**src/rtl/irqs_pkg.sv**
```systemverilog
package irqs_pkg;

  typedef enum logic [2:0] {
    BK_NONE,
    BK_CTRL,
    BK_MASK,
    BK_SET,
    BK_STAT
  } bank_e;

  function automatic int grp_count(input int n_in);
    return (n_in + 63) / 64;
  endfunction

endpackage

```
**src/rtl/irqs_decode.sv**
```systemverilog
module irqs_decode
  import irqs_pkg::*;
#(
  parameter int WORDS  = 3,
  parameter int ADDR_W = 8,
  parameter int IDX_W  = 2
) (
  input  logic [ADDR_W-1:0] addr_i,
  output bank_e             bank_o,
  output logic [IDX_W-1:0]  idx_o
);

  always_comb begin
    int wa;
    wa     = int'(addr_i[ADDR_W-1:2]);
    bank_o = BK_NONE;
    idx_o  = '0;
    if (addr_i[1:0] == 2'b00) begin
      if (wa == 0) begin
        bank_o = BK_CTRL;
      end else if (wa <= WORDS) begin
        bank_o = BK_MASK;
        idx_o  = IDX_W'(wa - 1);
      end else if (wa <= 2 * WORDS) begin
        bank_o = BK_SET;
        idx_o  = IDX_W'(wa - 1 - WORDS);
      end else if (wa <= 3 * WORDS) begin
        bank_o = BK_STAT;
        idx_o  = IDX_W'(wa - 1 - 2 * WORDS);
      end
    end
  end

endmodule

```
**src/rtl/irqs_group.sv**
```systemverilog
module irqs_group #(
  parameter int NUM_IN  = 96,
  parameter int NUM_GRP = 2
) (
  input  logic               clk_i,
  input  logic               rst_ni,
  input  logic [NUM_IN-1:0]  stat_i,
  output logic [NUM_GRP-1:0] grp_o
);

  for (genvar g = 0; g < NUM_GRP; g++) begin : g_grp
    localparam int LO = 64 * g;
    localparam int SZ = ((NUM_IN - LO) > 64) ? 64 : (NUM_IN - LO);
    assign grp_o[g] = |stat_i[LO +: SZ];
  end

  AST_GRP_NEEDS_STATUS: assert property (@(posedge clk_i) disable iff (!rst_ni)
    (|grp_o) |-> (|stat_i));

endmodule

```
**src/rtl/irqs_top.sv**
```systemverilog
module irqs_top
  import irqs_pkg::*;
#(
  parameter int NUM_IN  = 96,
  parameter int NUM_CH  = 2,
  parameter int ADDR_W  = 8,
  localparam int NUM_GRP = grp_count(NUM_IN)
) (
  input  logic                      clk_i,
  input  logic                      rst_ni,
  input  logic [NUM_IN-1:0]         irq_i,
  input  logic                      req_i,
  input  logic                      we_i,
  input  logic [ADDR_W-1:0]         addr_i,
  input  logic [31:0]               wdata_i,
  output logic [31:0]               rdata_o,
  output logic [NUM_CH*NUM_GRP-1:0] irq_o
);

  localparam int WORDS = NUM_IN / 32;
  localparam int IDX_W = (WORDS > 1) ? $clog2(WORDS) : 1;

  // reset: asserted asynchronously, released on a clock edge
  logic [1:0] rst_pipe;
  logic       rst_n;
  always_ff @(posedge clk_i or negedge rst_ni) begin
    if (!rst_ni) rst_pipe <= 2'b00;
    else         rst_pipe <= {rst_pipe[0], 1'b1};
  end
  assign rst_n = rst_pipe[1];

  bank_e            bank;
  logic [IDX_W-1:0] idx;

  irqs_decode #(.WORDS(WORDS), .ADDR_W(ADDR_W), .IDX_W(IDX_W)) u_dec (
    .addr_i (addr_i),
    .bank_o (bank),
    .idx_o  (idx)
  );

  logic [NUM_CH-1:0]      chan_q, chan_d;
  logic [WORDS-1:0][31:0] mask_q, mask_d;
  logic [WORDS-1:0][31:0] set_q, set_d;
  logic [31:0]            rdata_q, rdata_d;
  logic [WORDS-1:0][31:0] stat_w;
  logic [NUM_IN-1:0]      stat_flat;
  logic                   wr_en, rd_en;

  assign wr_en = req_i & we_i;
  assign rd_en = req_i & ~we_i;

  // reversed word order: word k holds inputs (WORDS-1-k)*32 ..
  for (genvar k = 0; k < WORDS; k++) begin : g_word
    assign stat_w[k] = (irq_i[(WORDS-1-k)*32 +: 32] | set_q[k]) & mask_q[k];
    assign stat_flat[(WORDS-1-k)*32 +: 32] = stat_w[k];
  end

  always_comb begin
    chan_d  = chan_q;
    mask_d  = mask_q;
    set_d   = set_q;
    rdata_d = rdata_q;
    if (wr_en) begin
      case (bank)
        BK_CTRL: chan_d      = wdata_i[NUM_CH-1:0];
        BK_MASK: mask_d[idx] = wdata_i;
        BK_SET:  set_d[idx]  = wdata_i;
        default: ;
      endcase
    end
    if (rd_en) begin
      case (bank)
        BK_CTRL: rdata_d = 32'(chan_q);
        BK_MASK: rdata_d = mask_q[idx];
        BK_SET:  rdata_d = set_q[idx];
        BK_STAT: rdata_d = stat_w[idx];
        default: rdata_d = '0;
      endcase
    end
  end

  always_ff @(posedge clk_i or negedge rst_n) begin
    if (!rst_n) begin
      chan_q  <= '0;
      mask_q  <= '0;
      set_q   <= '0;
      rdata_q <= '0;
    end else begin
      if (wr_en) begin
        chan_q <= chan_d;
        mask_q <= mask_d;
        set_q  <= set_d;
      end
      if (rd_en) rdata_q <= rdata_d;
    end
  end

  assign rdata_o = rdata_q;

  logic [NUM_GRP-1:0] grp;

  irqs_group #(.NUM_IN(NUM_IN), .NUM_GRP(NUM_GRP)) u_grp (
    .clk_i  (clk_i),
    .rst_ni (rst_n),
    .stat_i (stat_flat),
    .grp_o  (grp)
  );

  for (genvar c = 0; c < NUM_CH; c++) begin : g_ch
    for (genvar g = 0; g < NUM_GRP; g++) begin : g_line
      assign irq_o[c*NUM_GRP+g] = chan_q[c] & grp[g];
    end
  end

  logic mask_any;
  assign mask_any = |mask_q;

  AST_NO_CHAN_QUIET: assert property (@(posedge clk_i) disable iff (!rst_n)
    (chan_q == '0) |-> (irq_o == '0));
  AST_MASK_OFF_QUIET: assert property (@(posedge clk_i) disable iff (!rst_n)
    (!mask_any) |-> (irq_o == '0));
  AST_UNMAPPED_RD_ZERO: assert property (@(posedge clk_i) disable iff (!rst_n)
    (rd_en && bank == BK_NONE) |=> (rdata_o == '0));
  AST_STAT_WR_NO_EFFECT: assert property (@(posedge clk_i) disable iff (!rst_n)
    (wr_en && bank == BK_STAT) |=> ($stable(set_q) && $stable(mask_q) && $stable(chan_q)));
  AST_RDATA_HOLD: assert property (@(posedge clk_i) disable iff (!rst_n)
    (!rd_en) |=> $stable(rdata_o));

endmodule

```
**config.mk**
```make
export PLATFORM = sky130hd
export DESIGN_NAME = irqs_top
export DESIGN_NICKNAME = d
export VERILOG_FILES = /design/src/rtl/irqs_pkg.sv /design/src/rtl/irqs_decode.sv /design/src/rtl/irqs_group.sv /design/src/rtl/irqs_top.sv
export SDC_FILE = /design/constraint.sdc
export NUM_CORES = 1
export LEC_CHECK = 0
export CORE_MARGIN = 2
export CORE_UTILIZATION = 25
export DETAILED_ROUTE_END_ITERATION = 10
export PLACE_DENSITY = 0.54
export RECOVER_POWER = 50
export SLEW_MARGIN = 20
export SYNTH_ARGS = -nofsm -noshare
export SYNTH_HDL_FRONTEND = slang
export SYNTH_SLANG_ARGS = --single-unit
```
**constraint.sdc**
```tcl
create_clock -name clk_i -period 10.7 [get_ports clk_i]
set_input_delay 2.14 -clock clk_i [delete_from_list [all_inputs] [get_ports clk_i]]
set_output_delay 2.14 -clock clk_i [all_outputs]
set_load 0.02 [all_outputs]
```
Word level (Yosys, flattened, before mapping). Cells that the tools add are included.

Add/sub/neg operators: 3. Magnitude comparators: 5. Equal/unequal tests: 4. Mux-type cells: 21. Bitwise logic cells: 13. Reductions and logical operators: 8.

Operator list (number): $bmux 32 s2 (3); $bwmux 96 (2); $mux 32 (4); $pmux 32 s4 (1); $and 32x32->32 (3); $or 32x32->32 (3); $demux 32 s2 (1); $reduce_or 64->1 (1); $reduce_or 32->1 (1); $mux 3 (5); $mux 2 (5); $and 1x1->1 (6); $eq 3x2->1 const B (2); $le 6x2->1 const B (1); $le 6x3->1 const B (1); $le 6x4->1 const B (1); $logic_not 6->1 (1); $reduce_and 2->1 (3); $sub 2x1->2 const B (2); $eq 3x1->1 const B (1); $eq 3x3->1 const B (1); $lt 2x3->1 const B (1); $ge 2x1->1 const B (1); $logic_not 2->1 (1); 3 further kinds (3).

Bits in registers: 228. Input bits: 140. Output and inout port bits: 36. Logic and storage cells: 63.

Logic depth before layout (Yosys ltp). Gate-level depths: netlist of the first run.

Depth in word-level cells: 12. Gate-level depth with buffers: 12. Depth with buffers taken out: 9.

Modules after synthesis. A second synthesis of the first run with hierarchy kept.

Cell total of the unflattened synthesis: 1062. Area total of the unflattened synthesis: 12338.1 um2.

By module, submodules not included: irqs_top (times used 1, cells an instance 1005, area each 11952.7 um2, seq. area each 5705.5 um2); irqs_group (times used 1, cells an instance 32, area each 207.7 um2, seq. area each 0.0 um2); irqs_decode (times used 1, cells an instance 25, area each 177.7 um2, seq. area each 0.0 um2).

Least setup slack after synthesis of the first run. No wires, ideal clock.

Path kind: in2out. From: in irq_i[20]. To: out irq_o[0]. Arrival time: 3048 ps. Required time: 8560 ps. Path slack: 5512 ps. Stages on the path: 5. Path buffers: 0. Cells stage by stage: o21ai_0 > nand4_1 > nor4_1 > nand4_1 > and2_1.

Longest elaborated chain between the ends: 4.

Ends and longest elaborated chain: start, declared (line irqs_top.sv:11) `input logic [NUM_IN-1:0] irq_i,`; $or 32x32->32 (line irqs_top.sv:54) `assign stat_w[k] = (irq_i[(WORDS-1-k)*32 +: 32] | set_q[k]) & mask_q[k];`; $and 32x32->32 (line irqs_top.sv:54); $reduce_or 64->1 (line irqs_group.sv:14) `assign grp_o[g] = |stat_i[LO +: SZ];`; $and 1x1->1 (line irqs_top.sv:111) `assign irq_o[c*NUM_GRP+g] = chan_q[c] & grp[g];`; end, declared (line irqs_top.sv:17) `output logic [NUM_CH*NUM_GRP-1:0] irq_o`.

Every way passes these cells.

==> flow_metrics.py, run 1 <==
metrics = {
    "placement": {
        "globalplace.congestion": 0.855,
        "port_buffers": 175,
        "dp.cells": 1707,
        "dpl-instance-area_um2": 14200,
        "dp.final_hpwl_um": 31300,
    },
    "synth": {
        "ys_async_sr_fraction_pct": 100,
        "yosysTopAreaCell": "dfrtp_1",
        "synth_cells": 970,
        "synth-seq-area-share_pct": 48.3,
        "synth-simple-area-share_pct": 5.45,
        "synthesis.nets": 1114,
        "synthAdderAreaFrac_pct": 0.423,
        "synth-xor-area-share_pct": 0,
        "yosysUniqueCellTypes": 53,
        "syn-cell-area_um2": 11800,
        "synth_area_per_cell_um2": 12.2,
        "synth_compound_area_share_pct": 15.2,
        "synth_warnings": 0,
        "synth_top_family_by_area": "multiplexers",
        "ys.flop_type": "dfrtp_1",
        "ys_ff_latch": 228,
        "synth_mux_area_share_pct": 27.8,
        "synth_area_leaders": "dfrtp_1, mux2_2, mux2i_1, o21ai_0, mux2_4",
        "synth_edf_count": 0,
        "synth_top_cell_area_share_pct": 48.3,
    },
    "clock_tree": {
        "postCtsHoldBufs": 0,
        "path_clk_slew_ps": 60,
        "h-tree-depth": 1,
        "clock_latency_ps": 550,
        "cts_resized": 0,
        "cts_made_buffers": 27,
        "cts-root-buf": "clkbuf_16",
        "cts_sinks": 228,
        "postCtsSetupRepairBufs": 0,
        "cts_max_path_buffers": 3,
        "cts_tree": "built",
    },
    "global_route": {
        "antenna_found_initial": 4,
        "grt_max_degree": 193,
        "grt_use_total_pct": 17.9,
        "grt_pass1_wl_um": 65700,
        "grt_pass1_vias": 9474,
        "grt-ovfl-total": 0,
    },
    "route": {
        "detail_route.iter0.violations": 820,
        "drt-total-wl_um": 45000,
        "antenna_left": 0,
        "wl_per_cell_um": 25.6,
        "via_per_inst": 5.32,
        "first_pass_iters": 8,
        "via_count": 9352,
        "drc": 12,
    },
    "finish": {
        "final_layout_size_suffix_gt1_share_pct": 26.1,
        "nNetsFinal": 1274,
        "final_common_cell": "dfrtp_1",
        "final_util_pct": 32.4,
        "layout_common_cells": "dfrtp_1, mux2_2, clkdlybuf4s50_1, o21ai_0, mux2i_1",
        "stdcell_count": 1758,
        "areaGrowthSynthToFinish_pct": 27.8,
        "finalInstanceArea_um2": 15100,
    },
    "critical_path": {
        "worstSetupEndpoint": "mask_q[43]",
        "crit_required_ps": 10600,
        "regToRegStartpoint": "rst_pipe[1]",
        "worstSetupPathType": "reg -> async",
        "rr_worst_depth": 2,
        "crit_chain": "clkbuf_1, clkbuf_2",
        "worst-path-max-fanout": 130,
        "crit_start": "rst_pipe[1]",
        "slowest_stage": "clkbuf_2",
        "slowest_delay_ps": 2590,
        "rr_endpoint": "mask_q[43]",
        "r2r_slack_ps": 3530,
        "end_kind": "async pin",
        "cp-start-kind": "flip-flop",
        "crit_arrival_ps": 7070,
    },
    "sta": {
        "slew_violations": 195,
        "whs_ps": 358,
        "clock_skew_ps": 25.9,
        "setup_tns_ps": 0,
        "fin_crit_ps": 7170,
        "slew_headroom_pct": -125,
        "fmax_mhz": 140,
        "tightest_slew_ps": 3380,
        "finalSetupViolCount": 0,
        "finalHoldViolations": 0,
        "fin_crit_sh_pct": 67.0,
        "rsz0062_at_grt": "false",
    },
    "die": {
        "core-area_um2": 46700,
        "die_area_um2": 49000,
        "die_height_um": 221,
        "fp.dieW_um": 221,
        "ioPinCount": 176,
        "rows": 79,
        "start_util_pct": 25.3,
    },
    "pwr": {
        "clkPwrFrac_pct": 47.1,
        "power_per_cell_area_nw_per_um2": 134,
        "ir_worst_vdd_mv": 0.0856,
        "p_int_w": 0.00154,
        "p_sw_w": 0.000481,
        "p_comb_share_pct": 8.6,
        "seq_power_share_pct": 44.3,
        "sw_frac_of_total_pct": 23.8,
        "p_leak_nw": 6.96,
    },
    "outcome": {
        "failed_checks": "design-rule violations, max-capacitance violations, max-slew violations",
        "outcome": "finished with violations",
    },
    "hold_path": {
        "holdCritPathClass": "reg -> reg",
    },
    "run": {
        "drv_cap": 2,
    },
}
==> metrics by stage <==
step	setup WS, ps	total power (W)
after global placement	3450	0.00109
after CTS	3630	0.00204
after detailed placement	3470	0.00109
after floorplan	3880	0.000979
final	3530	0.00202
after global routing	2060	0.00209
==> power groups by stage <==
stage | Clock [W] | Sequential, W | Combinational [W]
after floorplan | 0 | 0.000918 | 0.0000603
after global placement | 0 | 0.000912 | 0.000174
after detailed placement | 0 | 0.000912 | 0.000175
after CTS | 0.000968 | 0.000896 | 0.000176
after global routing | 0.00101 | 0.000899 | 0.000185
final | 0.000953 | 0.000896 | 0.000173
==> kinds of logic after synthesis <==
| kind of cell | after synthesis |
|---|---|
| multiplexers | 289 |
| AND/OR/NAND/NOR | 106 |
| adder cells (fa/ha/maj) | 4 |
| flip-flops | 228 |
| AO/OA/AOI/OAI | 279 |
| buffers and inverters | 63 |
| other | 1 |
==> worst min-delay path by stage <==
| stage | from | slack (ps) | endpoint | cells past startpoint |
|---|---|---|---|---|
| after detailed placement | rst_pipe[1] | 320 | mask_q[51] | 0 |
| after global placement | rst_pipe[1] | 320 | mask_q[51] | 0 |
| after floorplan | rst_pipe[0] | 330 | rst_pipe[1] | 0 |
| after global routing | rst_pipe[0] | 380 | rst_pipe[1] | 0 |
| after CTS | rst_pipe[1] | 330 | mask_q[19] | 0 |
| final | rst_pipe[0] | 360 | rst_pipe[1] | 0 |
==> sequential cells by signal (all words and copies together) (netlist names) <==
signal and cells:
chan_q 2, mask_q 96, rdata_o 32, rst_pipe 2, set_q 96
==> critical path: cells and delay by family, from the launching register on <==
kind                   cells  cell delay (ps)
buffers and inverters      2             5040
flip-flops                 1             1320
==> layout make-up <==
| cell class | instances | area, um^2 |
|---|---|---|
| Clock inverter | 9 | 98.8 |
| Antenna cell | 1 | 2.50 |
| Timing Repair Buffer | 192 | 1880 |
| Multi-Input combinational cell | 679 | 5830 |
| Clock buffer | 40 | 825 |
| Fill cell | 4674 | 31500 |
| Tap cell | 607 | 759 |
| Sequential cell | 228 | 5710 |
| Inverter | 2 | 7.51 |
==> synth_stat cells, types with 17 or more instances <==
| cell | instances |
|---|---|
| a21oi_1 | 44 |
| a221oi_1 | 25 |
| a22oi_1 | 28 |
| a31oi_1 | 30 |
| buf_2 | 17 |
| clkbuf_1 | 25 |
| dfrtp_1 | 228 |
| mux2_2 | 188 |
| mux2_4 | 30 |
| mux2i_1 | 64 |
| nand4_1 | 25 |
| nor2_1 | 17 |
| o21ai_0 | 103 |
| o22a_1 | 29 |
==> metal layers <==
| layer | part of all wire, % | track usage [%] | routed length [um] |
|---|---|---|---|
| met1 | 43 | 24.0 | 19500 |
| met2 | 45 | 28.0 | 20400 |
| met3 | 7.3 | 4.47 | 3290 |
| met4 | 3.9 | 6.54 | 1780 |
| met5 | 0.078 | 0 | 35 |
No activity file was read; power rests on OpenSTA's default activity.
==> run 2, diff against run 1 <==
PLACE_DENSITY = 0.56   (was 0.54)
clock period = 6.33 ns   (was 10.7 ns; I/O delays follow)
==> run 2 against run 1 <==
Global-route usage fell by 0.36 points. Worst setup slack got worse by 2400 ps. Non-clock buffer count rose by 7. Wire length fell by 1.7%. The flow still finishes with violations (design-rule violations, max-capacitance violations, max-slew violations). Combinational power rose by 69%. Critical endpoint is now irq_o[0]. Final area rose by 1.0%.
==> flow_metrics.py, run 2 (same netlist as run 1, synthesis figures left out) <==
metrics = {
    "outcome": {
        "outcome": "finished with violations",
        "failed_checks": "design-rule violations, max-capacitance violations, max-slew violations",
    },
    "die": {
        "die_height_um": 221,
        "start_util_pct": 25.3,
        "ioPinCount": 176,
        "core-area_um2": 46700,
        "rows": 79,
        "fp.dieW_um": 221,
        "die_area_um2": 49000,
    },
    "critical_path": {
        "worstSetupPathType": "in -> out",
        "r2r_slack_ps": 2410,
        "worst-path-buf-inv": 2,
        "rr_worst_depth": 1,
        "slowest_stage": "o21ai_0",
        "end_kind": "output port",
        "slowest_delay_ps": 720,
        "worst-path-max-fanout": 2,
        "rr_endpoint": "mask_q[42]",
        "crit_required_ps": 5060,
        "crit_arrival_ps": 3970,
        "regToRegStartpoint": "rst_pipe[1]",
        "cp-start-kind": "input port",
        "crit_chain": "clkdlybuf4s50_1, o21ai_0, nand4_1, nor4_1, nand4_1, and2_1, clkdlybuf4s50_1",
        "cpLargestDelayFamily": "simple AND/OR/NAND/NOR gates",
    },
    "clock_tree": {
        "path_clk_slew_ps": 60,
        "cts_resized": 0,
        "cts_tree": "built",
        "h-tree-depth": 1,
        "cts_max_path_buffers": 3,
        "cts_sinks": 228,
        "cts-root-buf": "clkbuf_16",
        "clock_latency_ps": 540,
        "cts_made_buffers": 27,
        "postCtsHoldBufs": 0,
        "postCtsSetupRepairBufs": 0,
    },
    "sta": {
        "slew_headroom_pct": -70.9,
        "finalHoldViolations": 0,
        "setup_tns_ps": 0,
        "slew_violations": 233,
        "whs_ps": 352,
        "fin_crit_sh_pct": 82.7,
        "rsz0062_at_grt": "false",
        "tightest_slew_ps": 2560,
        "fin_crit_ps": 5240,
        "finalSetupViolCount": 0,
        "clock_skew_ps": 15.2,
        "fmax_mhz": 191,
    },
    "route": {
        "wl_per_cell_um": 25.0,
        "wl_met3_um": 3280,
        "first_pass_iters": 10,
        "via_per_inst": 5.30,
        "via_count": 9371,
        "detail_route.iter0.violations": 668,
        "dr_wl_met2_um": 20300,
        "drc": 22,
        "route.layer.met1.wl_um": 19400,
        "highest_layer": "met5",
        "drt-total-wl_um": 44300,
        "antenna_left": 0,
    },
    "hold_path": {
        "hold_depth": 0,
        "holdCritPathClass": "reg -> reg",
        "hp-start": "rst_pipe[0]",
        "hold_end": "rst_pipe[1]",
    },
    "finish": {
        "multi_input_area_um2": 5830,
        "layout_common_cells": "dfrtp_1, mux2_2, clkdlybuf4s50_1, o21ai_0, mux2i_1",
        "final_layout_size_suffix_gt1_share_pct": 26.8,
        "nNetsFinal": 1281,
        "regArea_um2": 5710,
        "n_fill_cell": 4684,
        "final_util_pct": 32.7,
        "areaGrowthSynthToFinish_pct": 29.1,
        "final_common_cell": "dfrtp_1",
    },
    "pwr": {
        "ir_worst_vdd_mv": 0.123,
        "power_w": 0.00357,
        "p_leak_nw": 7.04,
        "seq_power_share_pct": 42.4,
        "sw_frac_of_total_pct": 23.2,
        "p_int_w": 0.00274,
        "p_comb_share_pct": 8.2,
        "p_sw_w": 0.000829,
        "clkPwrFrac_pct": 49.4,
        "power_per_cell_area_nw_per_um2": 234,
    },
    "placement": {
        "port_buffers": 175,
        "dp.final_hpwl_um": 31400,
        "globalplace.congestion": 0.853,
    },
    "global_route": {
        "grt_use_total_pct": 17.5,
        "grt_pass1_vias": 9641,
        "antenna_found_initial": 5,
        "grt-ovfl-total": 0,
        "grt_max_degree": 101,
        "grt_pass1_wl_um": 64700,
    },
    "run": {
        "drv_cap": 4,
    },
}
## run 2: changes by cell type in the layout (fill, tap and decap cells not counted), sizes merged
cell	change
dlygate4sd3	+1
diode	+1
clkbuf	-6
buf	+6
clkdlybuf4s50	-1
bufinv	+5
clkinvlp	+3
## run 2: how the worst max path moves through the flow
stage,depth (start not counted),to,from
2_1_floorplan,0,chan_q[0],rst_pipe[1]
3_3_place_gp,7,irq_o[2],irq_i[15]
3_5_place_dp,7,irq_o[2],irq_i[59]
4_1_cts,7,irq_o[0],irq_i[59]
5_1_grt,7,irq_o[0],irq_i[2]
6_report,7,irq_o[0],irq_i[59]
## run 2: cell type report
type / instances / share of cell area (%)
diodes: 2 / 0.0328
clock buffers: 33 / 4.84
clock inverters: 17 / 1.78
repair buffers: 199 / 12.8
flip-flops and latches: 228 / 37.4
multi-input cells: 679 / 38.2
inverters: 2 / 0.0492
well taps: 607 / 4.97
## run 2: layer usage
layer / GRT usage, % / up-vias
li1: - / 4078
met1: 23.6 / 4850
met2: 28.3 / 367
met3: 3.80 / 70
met4: 5.19 / 6
met5: 0 / -
## run 2: power groups by stage
stage | clock network [W] | logic, W | registers, W
final | 0.00176 | 0.000292 | 0.00152
after floorplan | 0 | 0.000102 | 0.00155
after global routing | 0.00185 | 0.000312 | 0.00152
after global placement | 0 | 0.000292 | 0.00154
after CTS | 0.00179 | 0.000295 | 0.00152
after detailed placement | 0 | 0.000293 | 0.00154
## run 2: metrics by stage
| stage | instance area [um^2] | instances | worst slack (ps) |
|---|---|---|---|
| after CTS | 15300 | 1765 | 1150 |
| after detailed placement | 14300 | 1715 | 1150 |
| final | 15300 | 1767 | 1090 |
| after floorplan | 11800 | 970 | 2580 |
| after global placement | 14300 | 1715 | 1090 |
| after global routing | 15300 | 1766 | 1040 |
